`config.mk`:
```
export PLATFORM = sky130hd
export DESIGN_NAME = dlp_delay_line
export DESIGN_NICKNAME = d
export VERILOG_FILES = /design/src/rtl/dlp_pkg.sv /design/src/rtl/dlp_demux.sv /design/src/rtl/dlp_stage.sv /design/src/rtl/dlp_delay_line.sv
export SDC_FILE = /design/constraint.sdc
export NUM_CORES = 1
export LEC_CHECK = 0
export BUFFER_PORTS_ARGS = -buffer_cell sky130_fd_sc_hd__buf_2
export CORE_ASPECT_RATIO = 1.75
export CORE_MARGIN = 2
export CORE_UTILIZATION = 45
export CTS_BUF_LIST = sky130_fd_sc_hd__clkbuf_8 sky130_fd_sc_hd__clkbuf_16
export DETAILED_ROUTE_END_ITERATION = 6
export PLACE_DENSITY_LB_ADDON = 0.1
export SETUP_SLACK_MARGIN = 0.05
export SYNTH_ARGS = -nofsm -noshare
export SYNTH_HDL_FRONTEND = slang
export SYNTH_SLANG_ARGS = --single-unit
```
`constraint.sdc`:
```
create_clock -name clk -period 1.31 [get_ports clk]
set_input_delay 0.0655 -clock clk [delete_from_list [all_inputs] [get_ports clk]]
set_output_delay 0.0655 -clock clk [all_outputs]
set_load 0.1 [all_outputs]
```
`src/rtl/dlp_pkg.sv`:
```
`timescale 1ns/1ps
package dlp_pkg;

    localparam int DLP_STAGES_DEF = 8;
    localparam int DLP_WIDTH_DEF  = 16;

    // Path choice of one stage
    typedef enum logic {
        ROUTE_BYPASS = 1'b0,
        ROUTE_REG    = 1'b1
    } route_e;

    // Clock enable of a stage register: strobe and register path chosen
    function automatic logic stage_load(input logic strobe, input route_e r);
        return strobe && (r == ROUTE_REG);
    endfunction

endpackage

```
`src/rtl/dlp_demux.sv`:
```
`timescale 1ns/1ps
module dlp_demux
    import dlp_pkg::*;
#(
    parameter int WIDTH = DLP_WIDTH_DEF
) (
    input  route_e             route,
    input  logic [WIDTH-1:0]   d,
    output logic [WIDTH-1:0]   to_reg,
    output logic [WIDTH-1:0]   bypass
);

    typedef struct packed {
        logic [WIDTH-1:0] to_reg;
        logic [WIDTH-1:0] bypass;
    } split_t;

    split_t split;

    always_comb begin
        split = '0;
        if (route == ROUTE_REG) split.to_reg = d;
        else                    split.bypass = d;
    end

    assign to_reg = split.to_reg;
    assign bypass = split.bypass;

endmodule

```
`src/rtl/dlp_stage.sv`:
```
`timescale 1ns/1ps
module dlp_stage
    import dlp_pkg::*;
#(
    parameter int WIDTH = DLP_WIDTH_DEF
) (
    input  logic               clk,
    input  logic               rst,
    input  logic               en,
    input  logic               sel,
    input  logic [WIDTH-1:0]   d,
    output logic [WIDTH-1:0]   q
);

    route_e           route;
    logic [WIDTH-1:0] to_reg;
    logic [WIDTH-1:0] bypass;
    logic [WIDTH-1:0] reg_q;
    logic [WIDTH-1:0] reg_iso;
    logic             load;

    assign route = route_e'(sel);
    assign load  = stage_load(en, route);

    dlp_demux #(.WIDTH(WIDTH)) u_split (
        .route  (route),
        .d      (d),
        .to_reg (to_reg),
        .bypass (bypass)
    );

    // Stage register with clock enable standing in for a gated clock
    always_ff @(posedge clk) begin
        if (rst)       reg_q <= '0;
        else if (load) reg_q <= to_reg;
    end

    // Isolation of an unused register from the path
    assign reg_iso = (route == ROUTE_REG) ? reg_q : '0;

    // Output multiplexer
    assign q = (route == ROUTE_REG) ? reg_iso : bypass;

    p_bypass_r2: assert property (@(posedge clk) disable iff (rst)
        !sel |-> (q == d));

    p_capture_r3: assert property (@(posedge clk) disable iff (rst)
        (sel && en) |=> (reg_q == $past(d)));

    p_hold_r4: assert property (@(posedge clk) disable iff (rst)
        !sel |=> $stable(reg_q));

    p_idle_r6: assert property (@(posedge clk) disable iff (rst)
        !en |=> $stable(reg_q));

endmodule

```
`src/rtl/dlp_delay_line.sv`:
```
`timescale 1ns/1ps
module dlp_delay_line
    import dlp_pkg::*;
#(
    parameter int STAGES = DLP_STAGES_DEF,
    parameter int WIDTH  = DLP_WIDTH_DEF
) (
    input  logic                clk,
    input  logic                rst,
    input  logic                en,
    input  logic [STAGES-1:0]   sel_mask,
    input  logic [WIDTH-1:0]    din,
    output logic [WIDTH-1:0]    dout
);

    localparam int LINKS = STAGES + 1;

    logic [WIDTH-1:0] link [LINKS];

    assign link[0] = din;

    for (genvar g = 0; g < STAGES; g++) begin : g_stage
        dlp_stage #(.WIDTH(WIDTH)) u_stage (
            .clk (clk),
            .rst (rst),
            .en  (en),
            .sel (sel_mask[g]),
            .d   (link[g]),
            .q   (link[g+1])
        );
    end

    assign dout = link[STAGES];

    p_passthru_r1: assert property (@(posedge clk) disable iff (rst)
        (sel_mask == '0) |-> (dout == din));

endmodule

```
# Word level (Yosys, flattened, before mapping)
# Index checks and enable logic that the tools add are counted.
[word_totals] reg_bits=128 in_bits=27 out_inout_bits=16 wordCells=32
[classes] mux=16 n_reduce_logical=8
[op_table] operator="$mux W16" count=16
[op_table] operator="$logic_and A1 B1 Y1" count=8

# Depth between registers and ports, before layout
# Gate-level depths: netlist (run 1).
[logic_depth] depth_word=8 mapped_depth=7 depth_no_buf=4

# By module
# Synthesis (run 1) repeated with hierarchy kept, for this count alone.
[hier_totals] cells_unflattened=1000 area_unflattened_um2=8808.4
[modules_own_cells] mod="dlp_stage" instances=8 cells_per_inst=90 area_per_inst_um2=884.6
[modules_own_cells] mod="dlp_demux" instances=8 cells_per_inst=35 area_per_inst_um2=216.5

# Worst setup path before layout (run 1)
# No wires, ideal clock.
[synth_path] path_type="input-to-output" from="input port sel_mask[3]" to="output port dout[2]" t_arrival_ns=3.140 path_slack_ns=-1.896 cell_stages=5 path_buffers=2 cell_sequence="buf_4 > clkbuf_8 > o31ai_4 > a31oi_1 > a221oi_1"
[synth_via] elab_chain_len=5
[synth_lines] item="start: declaration" line_no="dlp_delay_line.sv:11" text="input logic [STAGES-1:0] sel_mask,"
[synth_lines] item="$mux W16 (5 in series)" line_no="dlp_stage.sv:42" text="assign q = (route == ROUTE_REG) ? reg_iso : bypass;"
[synth_lines] item="end: declaration" line_no="dlp_delay_line.sv:13" text="output logic [WIDTH-1:0] dout"
# No other way between the ends.

# Worst setup path in the final report (run 1)
[layout_path] from="register g_stage[1].u_stage.reg_q[9]" to="output port dout[9]"
[layout_via] elab_chain_len=7
[layout_lines] item="start: declaration" line_no="dlp_stage.sv:18" text="logic [WIDTH-1:0] reg_q;"
[layout_lines] item="start signal: assignment" line_no="dlp_stage.sv:35" text="else if (load) reg_q <= to_reg;"
[layout_lines] item="$mux W16 (7 in series)" line_no="dlp_stage.sv:42"
# No other way between the ends.

==> results of run 1 <==
==> cells in the mapped netlist <==
library cell / count
nand2_1: 132
dfxtp_1: 128
nor2_1: 98
a21oi_1: 65
a211oi_1: 64
clkbuf_1: 48
nor3b_1: 28
o21ai_0: 25
nor2b_1: 22
buf_2: 18
inv_1: 17
nand3b_1: 17
a22oi_1: 16
a311oi_1: 16
nor3_1: 16
o22ai_1: 16
a221oi_2: 12
and2b_1: 10
o31ai_2: 10
a31oi_1: 9
mux2i_2: 8
mux2i_1: 7
o21ai_1: 7
a31oi_2: 6
o31ai_4: 6
a221oi_1: 4
and2_1: 4
buf_4: 4
buf_6: 4
nor3b_2: 4
buf_1: 2
clkbuf_2: 2
a31oi_4: 1
buf_8: 1
clkbuf_8: 1
mux2i_4: 1
nand2_2: 1
nor3_4: 1
or3_1: 1
==> layout by cell type (no fill, tap or decap), types with 21 or more instances in the layout <==
cell type and count:
buf_12 32, buf_4 113, dfxtp_1 98, nor2_1 96, a211oi_1 53, dlygate4sd3_1 21
a21oi_1 65, nand2_1 126, buf_2 25, o21ai_1 21, dfxtp_2 30
==> routing by layer <==
metal,track usage [%],wire (um)
met5,0,0
met4,7.53,293
met3,3.45,668
met2,41.1,9770
met1,28.2,7840
==> layout make-up <==
class | count | area share, %
clock buffers | 20 | 4.67
well taps | 183 | 2.29
inverters | 17 | 0.638
clock inverters | 12 | 2.04
multi-input cells | 607 | 45.6
repair buffers | 196 | 18.8
flip-flops and latches | 128 | 26.0
==> through the flow <==
step	cells	total power, uW	setup TNS [ps]	area [sq um]	util [%]
floorplan	832	5810	-7630	7290	-
global placement	1088	6520	-9030	8590	58.2
detailed placement	1088	6590	-11330	8590	58.2
CTS	1153	12000	-8570	9690	65.6
global route	1163	12600	-10440	10000	67.7
finish	1163	12100	-8700	10000	67.7
==> worst max path at each step <==
stage	from	endpoint	slack, ps	depth (start not counted)
after CTS	g_stage[1].u_stage.reg_q[1]	dout[1]	-580	6
after global routing	g_stage[1].u_stage.reg_q[1]	dout[1]	-650	6
after detailed placement	sel_mask[2]	dout[2]	-330	7
after floorplan	g_stage[2].u_stage.reg_q[0]	dout[0]	-490	4
after global placement	sel_mask[1]	dout[8]	-300	7
final	g_stage[1].u_stage.reg_q[9]	dout[9]	-580	5
==> power breakdown <==
part | internal [uW] | total, uW | switching [uW]
Sequential | 4090 | 4200 | 113
Clock | 3540 | 5310 | 1770
Combinational | 1140 | 2600 | 1460
==> kinds of logic (layout without fill, tap and decap cells) <==
family | count (synthesis) | after routing | synth area share, %
DFF | 128 | 128 | 37.9
buffers and inverters | 97 | 245 | 6.73
and+or+nand+nor | 334 | 334 | 23.6
AOI/OAI and AO/OA | 257 | 257 | 28.8
muxes | 16 | 16 | 3.00
==> critical path: cells and delay by family, from the launching register on <==
family	cells	cell delay, ps
buf+inv	1	210
compound gates	3	820
flops	1	330
simple gates	1	50
==> what timing repair did <==
item,in CTS,in global routing
pin swaps,27,34
setup buffers,12,16
hold endpoints to repair,21,0
hold buffers,21,0
setup endpoints to repair,44,65
resized for setup,24,56
==> flow_metrics.tcl, run 1 <==
set metrics [dict create \
    status "complete, but fails checks" \
    violations "setup timing" \
    power_leakage_uw 0.00359 \
    synth_nets 859 \
    path_max_fanout 3 \
    reg2reg_depth 6 \
    rsz0062_at_grt "yes" \
    cp.arrival_ps 1820 \
    synth_warnings 0 \
    core_area_sq_mm 0.0148 \
    finalNetCount 994 \
    first_global_vias 6369 \
    hold_class "in -> reg" \
    dpl_worst_slack_ps -325 \
    synth_cell_types 39 \
    dieArea_sq_mm 0.0161 \
    period_minus_slack_ps 1890 \
    finalSetupViolCount 23 \
    core.rowCount 59 \
    cp_data_required_time_ps 1240 \
    clock.fmax_mhz 529 \
    max_slew.worst_pin.slew_ps 1060 \
    io_pins 43 \
    synth_area_leaders "dfxtp_1, nand2_1, a211oi_1" \
    hold_viol_final 0 \
    top_register "g_stage.u_stage.reg_q" \
    drc 0 \
    via_count 6542 \
    startpoint_type "flip-flop" \
    r2r_slack_ps -80 \
    antenna_left 0 \
    crit_type "reg -> out" \
    htreeDepth 4 \
    grt_antenna_before_repair 0 \
    relSlewSlack_pct 28.9 \
    dieWidth_um 96.7 \
    first_pass_iters 5 \
    largest_reg_flops 128 \
    yosysSeqAreaShare_pct 37.9 \
    netlist_area_sq_mm 0.00677 \
    antenna_cells 0 \
    fin_crit_sh_pct 144 \
    grt_max_degree 50 \
    max_stage_delay_ps 340 \
    multi_input_area_sq_mm 0.00456 \
    clock_sinks 128 \
    start_util_pct 45.8 \
    clk_pin_slew_ps 60 \
    fillers 1201 \
    via_per_inst 5.63 \
    place_hpwl_um 12400 \
    reg2reg_from "g_stage[1].u_stage.reg_q[0]" \
    min_to "g_stage[5].u_stage.reg_q[1]" \
    clock_skew_ps 10.3 \
    vdd_drop_max_v 0.00120 \
    hp-start "sel_mask[4]" \
    synth.top_cell.area_share_pct 37.9 \
    rr_endpoint "g_stage[7].u_stage.reg_q[0]" \
    portBuffers 42 \
    reg_top3 "g_stage.u_stage.reg_q: 128 flops" \
    powerDensity_mw_per_mm2 1210 \
    register_area_sq_mm 0.00260 \
    grt_pass1_wl_um 31000 \
    cp_slowest_cell "o31ai_4" \
    max_cap_violations 0 \
    clock_path_buffers 2 \
    crit_chain "nor3b_2 -> o31ai_4 -> a31oi_4 -> a221oi_4 -> buf_12" \
    netlist_instances 832 \
    clk_latency_ps 420 \
    die_h_um 166 \
    wire_per_inst_um 16.0 \
    holdPathStages 3 \
    gr-usage-all-layers_pct 23.0 \
    synthToLayoutAreaGrowth_pct 47.8 \
    grt_overflow 0 \
    drive_above_1_share_pct 36.9 \
    slew_violations 0 \
    worstSetupEndpointType "primary output" \
    cts_tree "built" \
    drtIter0Drc 308 \
    routabilityCongestion 0.784 \
    synth_area_per_cell_sq_um 8.13 \
    cts_inserted_buffers 17 \
    worst_slack_ps -579 \
    synth_top_area_cell "dfxtp_1" \
    cts-root-buf "clkbuf_16" \
    timing.hold.ws_ps 28.0 \
    wl_um 18600 \
    ys_seq_elements 128 \
]
No activity file was read; power rests on OpenSTA's default activity.
==> run 2: changes to the inputs <==
Settings changed: SKIP_LAST_GASP from default to 1, SYNTH_HIERARCHICAL from default to 1.
==> run 2 against run 1 <==
The flow still finishes with violations (setup timing); register-to-register slack worse by 2000 ps; global-route usage is 4.0 points lower; sequential share of layout area fell by 5.4 points; sequential power fell by 6.4%; synthesized area increased by 30%; maximum frequency fell by 55%; die area grew 29%; flip-flop and latch count unchanged; clock-buffer cell count fell by 2; total power is 19% lower; wire length grew 12%; cell count up 12%; largest power group unchanged.
==> flow_metrics.tcl, run 2 <==
set metrics [dict create \
    first_global_vias 6493 \
    layout_commonest_cell "mux2_4" \
    startpoint_type "flip-flop" \
    violations "setup timing" \
    synth_common_cells "a21oi_1, and2_1, dfxtp_1, mux2_2, nand3_1" \
    period_minus_slack_ps 4170 \
    synth_area_leaders "dfxtp_1, mux2_2, a21bo_1" \
    path_max_fanout 2 \
    reg_top3 "g_stage.u_stage/reg_q: 128 flops" \
    die_h_um 189 \
    power_leakage_uw 0.00464 \
    clock_path_buffers 2 \
    antenna_cells 0 \
    hold_class "in -> reg" \
    cp_data_required_time_ps 1240 \
    routabilityCongestion 0.714 \
    htreeDepth 4 \
    netlist_area_sq_mm 0.00881 \
    clk_pin_slew_ps 60 \
    drc 0 \
    synth.top_cell.area_share_pct 29.1 \
    vdd_drop_max_v 0.000838 \
    synthToLayoutAreaGrowth_pct 42.0 \
    status "complete, but fails checks" \
    drtIter0Drc 245 \
    place_hpwl_um 12700 \
    dieArea_sq_mm 0.0208 \
    dieWidth_um 110 \
    ys_seq_elements 128 \
    cp.arrival_ps 4100 \
    start_util_pct 45.9 \
    synthFlopType "dfxtp_1" \
    crit_type "reg -> out" \
    place_area_sq_mm 0.00969 \
    design_area_sq_mm 0.0125 \
    largest_reg_flops 128 \
    max_slew.worst_pin.slew_ps 456 \
    via_per_inst 5.32 \
    netlist_instances 1000 \
    grt_overflow 0 \
    stdcell_count 1305 \
    fin_crit_sh_pct 318 \
    core.rowCount 67 \
    rsz0062_at_grt "yes" \
    synth_top_area_cell "dfxtp_1" \
    met1_usage_pct 21.6 \
    synth_nets 1027 \
    layout_common_cells "mux2_4, dfxtp_1, nor2b_4, and2_4, a21bo_1" \
    dp_cells 1261 \
    clk_latency_ps 420 \
    drive_above_1_share_pct 61.9 \
    relSlewSlack_pct 69.6 \
    wl_um 20800 \
    yosysSeqAreaShare_pct 29.1 \
    clock_skew_ps 6.49 \
    via_count 6942 \
    antenna_left 0 \
    top_register "g_stage.u_stage/reg_q" \
    clock.fmax_mhz 240 \
    gr-usage-all-layers_pct 19.0 \
    cts_inserted_buffers 17 \
    synth_warnings 6 \
    worstSetupEndpointType "primary output" \
    grt_antenna_before_repair 0 \
    portBuffers 42 \
    grt_max_degree 48 \
    finalNetCount 1078 \
    busiest_layer "met2" \
    synth_cell_types 14 \
    met2_usage_pct 34.7 \
    worst_slack_ps -2860 \
    clock_sinks 128 \
    synth_edf_count 0 \
    hold_viol_final 0 \
    max_cap_violations 0 \
    io_pins 43 \
    cts_tree "built" \
    finalSetupViolCount 112 \
    grt.met3_usage_pct 3.82 \
    slew_violations 0 \
    async_reset_ff_share_pct 0 \
    powerDensity_mw_per_mm2 785 \
    first_pass_iters 4 \
    grt_pass1_wl_um 31500 \
    synth_area_per_cell_sq_um 8.81 \
    wire_per_inst_um 16.0 \
    cts-root-buf "clkbuf_16" \
    core_area_sq_mm 0.0192 \
]
==> run 2: worst max-delay path, cell delays in order (launching register included) <==
cell	delay (ps)
dfxtp_2	320
mux2_4	290
nor2b_4	130
mux2_4	270
nor2b_1	130
mux2_4	280
nor2b_1	140
mux2_4	290
nor2b_4	120
mux2_4	280
nor2b_4	130
mux2_4	270
nor2b_4	130
mux2_4	290
nor2b_4	130
mux2_4	310
buf_12	170
==> run 2: layout make-up <==
type                       instances  area, sq um
multi-input combinational        768         7560
fill                            1551         6690
sequential                       128         2580
timing repair buffer             136         1520
clock buffer                      18          439
tap                              241          302
clock inverter                    14          111
==> run 2: per-stage QoR <==
step	worst slack (ps)	setup TNS (ps)	util (%)	power, uW	hold WS (ps)
after floorplan	-2210	-118310	-	4710	269
after global routing	-2960	-154140	65.2	10200	53.0
final	-2860	-147020	65.2	9820	39.6
after global placement	-2750	-164970	50.5	5090	425
after CTS	-2850	-145950	56.4	9730	28.7
after detailed placement	-2780	-165670	50.5	5090	427
==> run 2: metal layers <==
| metal | vias to the layer above | wire (um) |
|---|---|---|
| met4 | 0 | 291 |
| met2 | 41 | 11100 |
| met5 | - | 0 |
| met3 | 19 | 398 |
| met1 | 3335 | 9000 |
| li1 | 3547 | - |
==> run 2: kinds of logic after synthesis <==
family | share of synthesized area [%]
and+or+nand+nor | 25.6
muxes | 16.4
DFF | 29.1
AOI/OAI and AO/OA | 21.8
buffers and inverters | 7.16
==> run 2: final timing paths <==
check	cells past startpoint	to	startpoint	slack (ps)
worst max-delay path	16	dout[6]	g_stage[0].u_stage/reg_q[6]	-2860
worst min-delay path	4	g_stage[0].u_stage/reg_q[10]	din[10]	40
worst max register to register	16	g_stage[7].u_stage/reg_q[15]	g_stage[0].u_stage/reg_q[15]	-2120
worst min register to register	2	g_stage[0].u_stage/reg_q[10]	g_stage[0].u_stage/reg_q[10]	570
==> run 2: what timing repair did <==
item,4_1_cts,5_1_grt
buffers inserted,0,11
cloned,0,0
setup endpoints to repair,112,112
endpoints found under the hold margin,1,0
gates resized for setup,150,410
hold buffers,1,0
pin swaps,11,35
==> run 2: power breakdown <==
part	total [uW]	switching (uW)	internal, uW	leakage [uW]
logic	1360	789	573	0.00329
clock network	4520	1740	2780	0.000302
registers	3930	12.1	3920	0.00104
total	9820	2540	7270	0.00464
==> run 3: changes to the inputs <==
Settings changed: CTS_BUF_LIST sky130_fd_sc_hd__clkbuf_8 sky130_fd_sc_hd__clkbuf_16 to sky130_fd_sc_hd__clkbuf_4 sky130_fd_sc_hd__clkbuf_8.
==> run 3 against run 2 <==
The run still ends with setup timing left; sequential share of layout area is essentially flat; wire length grew 0.91%; via count grew 0.66%; sequential power is essentially flat; clock power shrank 23%; clock-buffer cell count grew 7; maximum frequency shrank 1.0%; die area is the same; setup slack lost 44 ps; critical path depth is the same.
==> flow_metrics.tcl, run 3 (same netlist as run 2, synthesis figures left out) <==
set metrics [dict create \
    status "complete, but fails checks" \
    violations "setup timing" \
    antenna_left 0 \
    dieArea_sq_mm 0.0208 \
    htreeDepth 4 \
    via_per_inst 5.29 \
    cts_inserted_buffers 17 \
    max_cap_violations 0 \
    timing.hold.ws_ps 25.1 \
    die_h_um 189 \
    powerDensity_mw_per_mm2 703 \
    first_global_vias 6551 \
    clock_skew_ps 14.7 \
    grt_max_degree 48 \
    finalNetCount 1095 \
    finalSetupViolCount 112 \
    clk_pin_slew_ps 80 \
    startpoint_type "flip-flop" \
    crit_type "reg -> out" \
    first_pass_iters 4 \
    clk_latency_ps 460 \
    portBuffers 42 \
    clock_path_buffers 2 \
    vdd_drop_max_v 0.000616 \
    period_minus_slack_ps 4210 \
    path_max_fanout 2 \
    rsz0062_at_grt "yes" \
    grt_overflow 0 \
    place_area_sq_mm 0.00969 \
    hold_class "in -> reg" \
    worstSetupEndpointType "primary output" \
    crit_chain "mux2_4 -> nor2b_4 -> mux2_4 -> nor2b_1 -> mux2_4 -> nor2b_1 -> mux2_4 -> nor2b_4 -> mux2_4 -> nor2b_4 -> mux2_4 -> nor2b_4 -> mux2_4 -> nor2b_4 -> mux2_4 -> buf_12" \
    cts_tree "built" \
    start_util_pct 45.9 \
    layout_common_cells "mux2_4, dfxtp_1, nor2b_4, and2_4, a21bo_1" \
    clock.fmax_mhz 237 \
    grt_pass1_wl_um 31700 \
    routabilityCongestion 0.714 \
    gr-usage-all-layers_pct 19.2 \
    drive_above_1_share_pct 61.9 \
    io_pins 43 \
    clock_sinks 128 \
    core_area_sq_mm 0.0192 \
    wl_um 21000 \
    antenna_cells 0 \
    dieWidth_um 110 \
    cp_data_required_time_ps 1240 \
    synthToLayoutAreaGrowth_pct 42.3 \
    cp_slowest_cell "dfxtp_2" \
    cp.arrival_ps 4150 \
    core.rowCount 67 \
    grt_antenna_before_repair 0 \
    r2r_slack_ps -2180 \
    layout_commonest_cell "mux2_4" \
    path_common_cell "mux2_4" \
    largest_reg_flops 128 \
    via_count 6988 \
    fin_crit_sh_pct 321 \
    hold_viol_final 0 \
    slew_violations 0 \
    worst_slack_ps -2900 \
    top_register "g_stage.u_stage/reg_q" \
    cts-root-buf "clkbuf_8" \
    wire_per_inst_um 15.9 \
    drc 0 \
    power_leakage_uw 0.00461 \
    place_hpwl_um 12700 \
    power_uw 8800 \
    reg_top3 "g_stage.u_stage/reg_q: 128 flops" \
    relSlewSlack_pct 71.3 \
    design_area_sq_mm 0.0125 \
    drtIter0Drc 259 \
    max_stage_delay_ps 330 \
    max_slew.worst_pin.slew_ps 431 \
]
## run 3: layout make-up
class / count / area, sq um
Clock buffer: 25 / 300
Clock inverter: 7 / 85.1
Fill cell: 1570 / 6670
Multi-Input combinational cell: 768 / 7570
Sequential cell: 128 / 2580
Tap cell: 241 / 302
Timing Repair Buffer: 153 / 1690
## run 3: layer usage
metal	vias up	wire length [um]	part of all wire, %	GRT usage (%)
met4	0	397	1.9	6.38
met2	51	11200	53	34.8
li1	3573	-	-	-
met5	-	0	0	0
met3	27	423	2.0	4.13
met1	3337	9000	43	21.8
## run 3: repair_timing
action | CTS | global route
setup buffers | 0 | 11
resized for setup | 155 | 406
hold buffers | 18 | 0
hold endpoints to repair | 29 | 0
pin swaps | 13 | 37
setup endpoints to repair | 112 | 112
## run 3: worst paths after layout
kind                                                    from                           end  cells after the start
worst max register to register   g_stage[0].u_stage/reg_q[1]   g_stage[7].u_stage/reg_q[1]                     17
worst min register to register  g_stage[1].u_stage/reg_q[15]  g_stage[1].u_stage/reg_q[15]                      2
worst max-delay path             g_stage[0].u_stage/reg_q[6]                       dout[6]                     16
worst min-delay path                                  din[7]   g_stage[0].u_stage/reg_q[7]                      4
## run 3: critical path: cells and delay by family, from the launching register on
kind,cells,cell delay (ps)
buffers and inverters,1,170
DFF,1,330
muxes,8,2270
and+or+nand+nor,7,880
## run 3: report_power, final
group | switching, uW | internal [uW]
sequential | 12.1 | 3920
combinational | 797 | 606
clock | 1600 | 1870
total | 2410 | 6390
## run 3: metrics by stage
step                cells  utilization [%]  TNS (ps)  setup WS (ps)
CTS                  1311             56.5   -147090          -2910
global placement     1261             50.5   -164970          -2750
global route         1322             65.3   -155370          -3020
floorplan            1000                -   -118310          -2210
detailed placement   1261             50.5   -165670          -2780
finish               1322             65.3   -148000          -2900
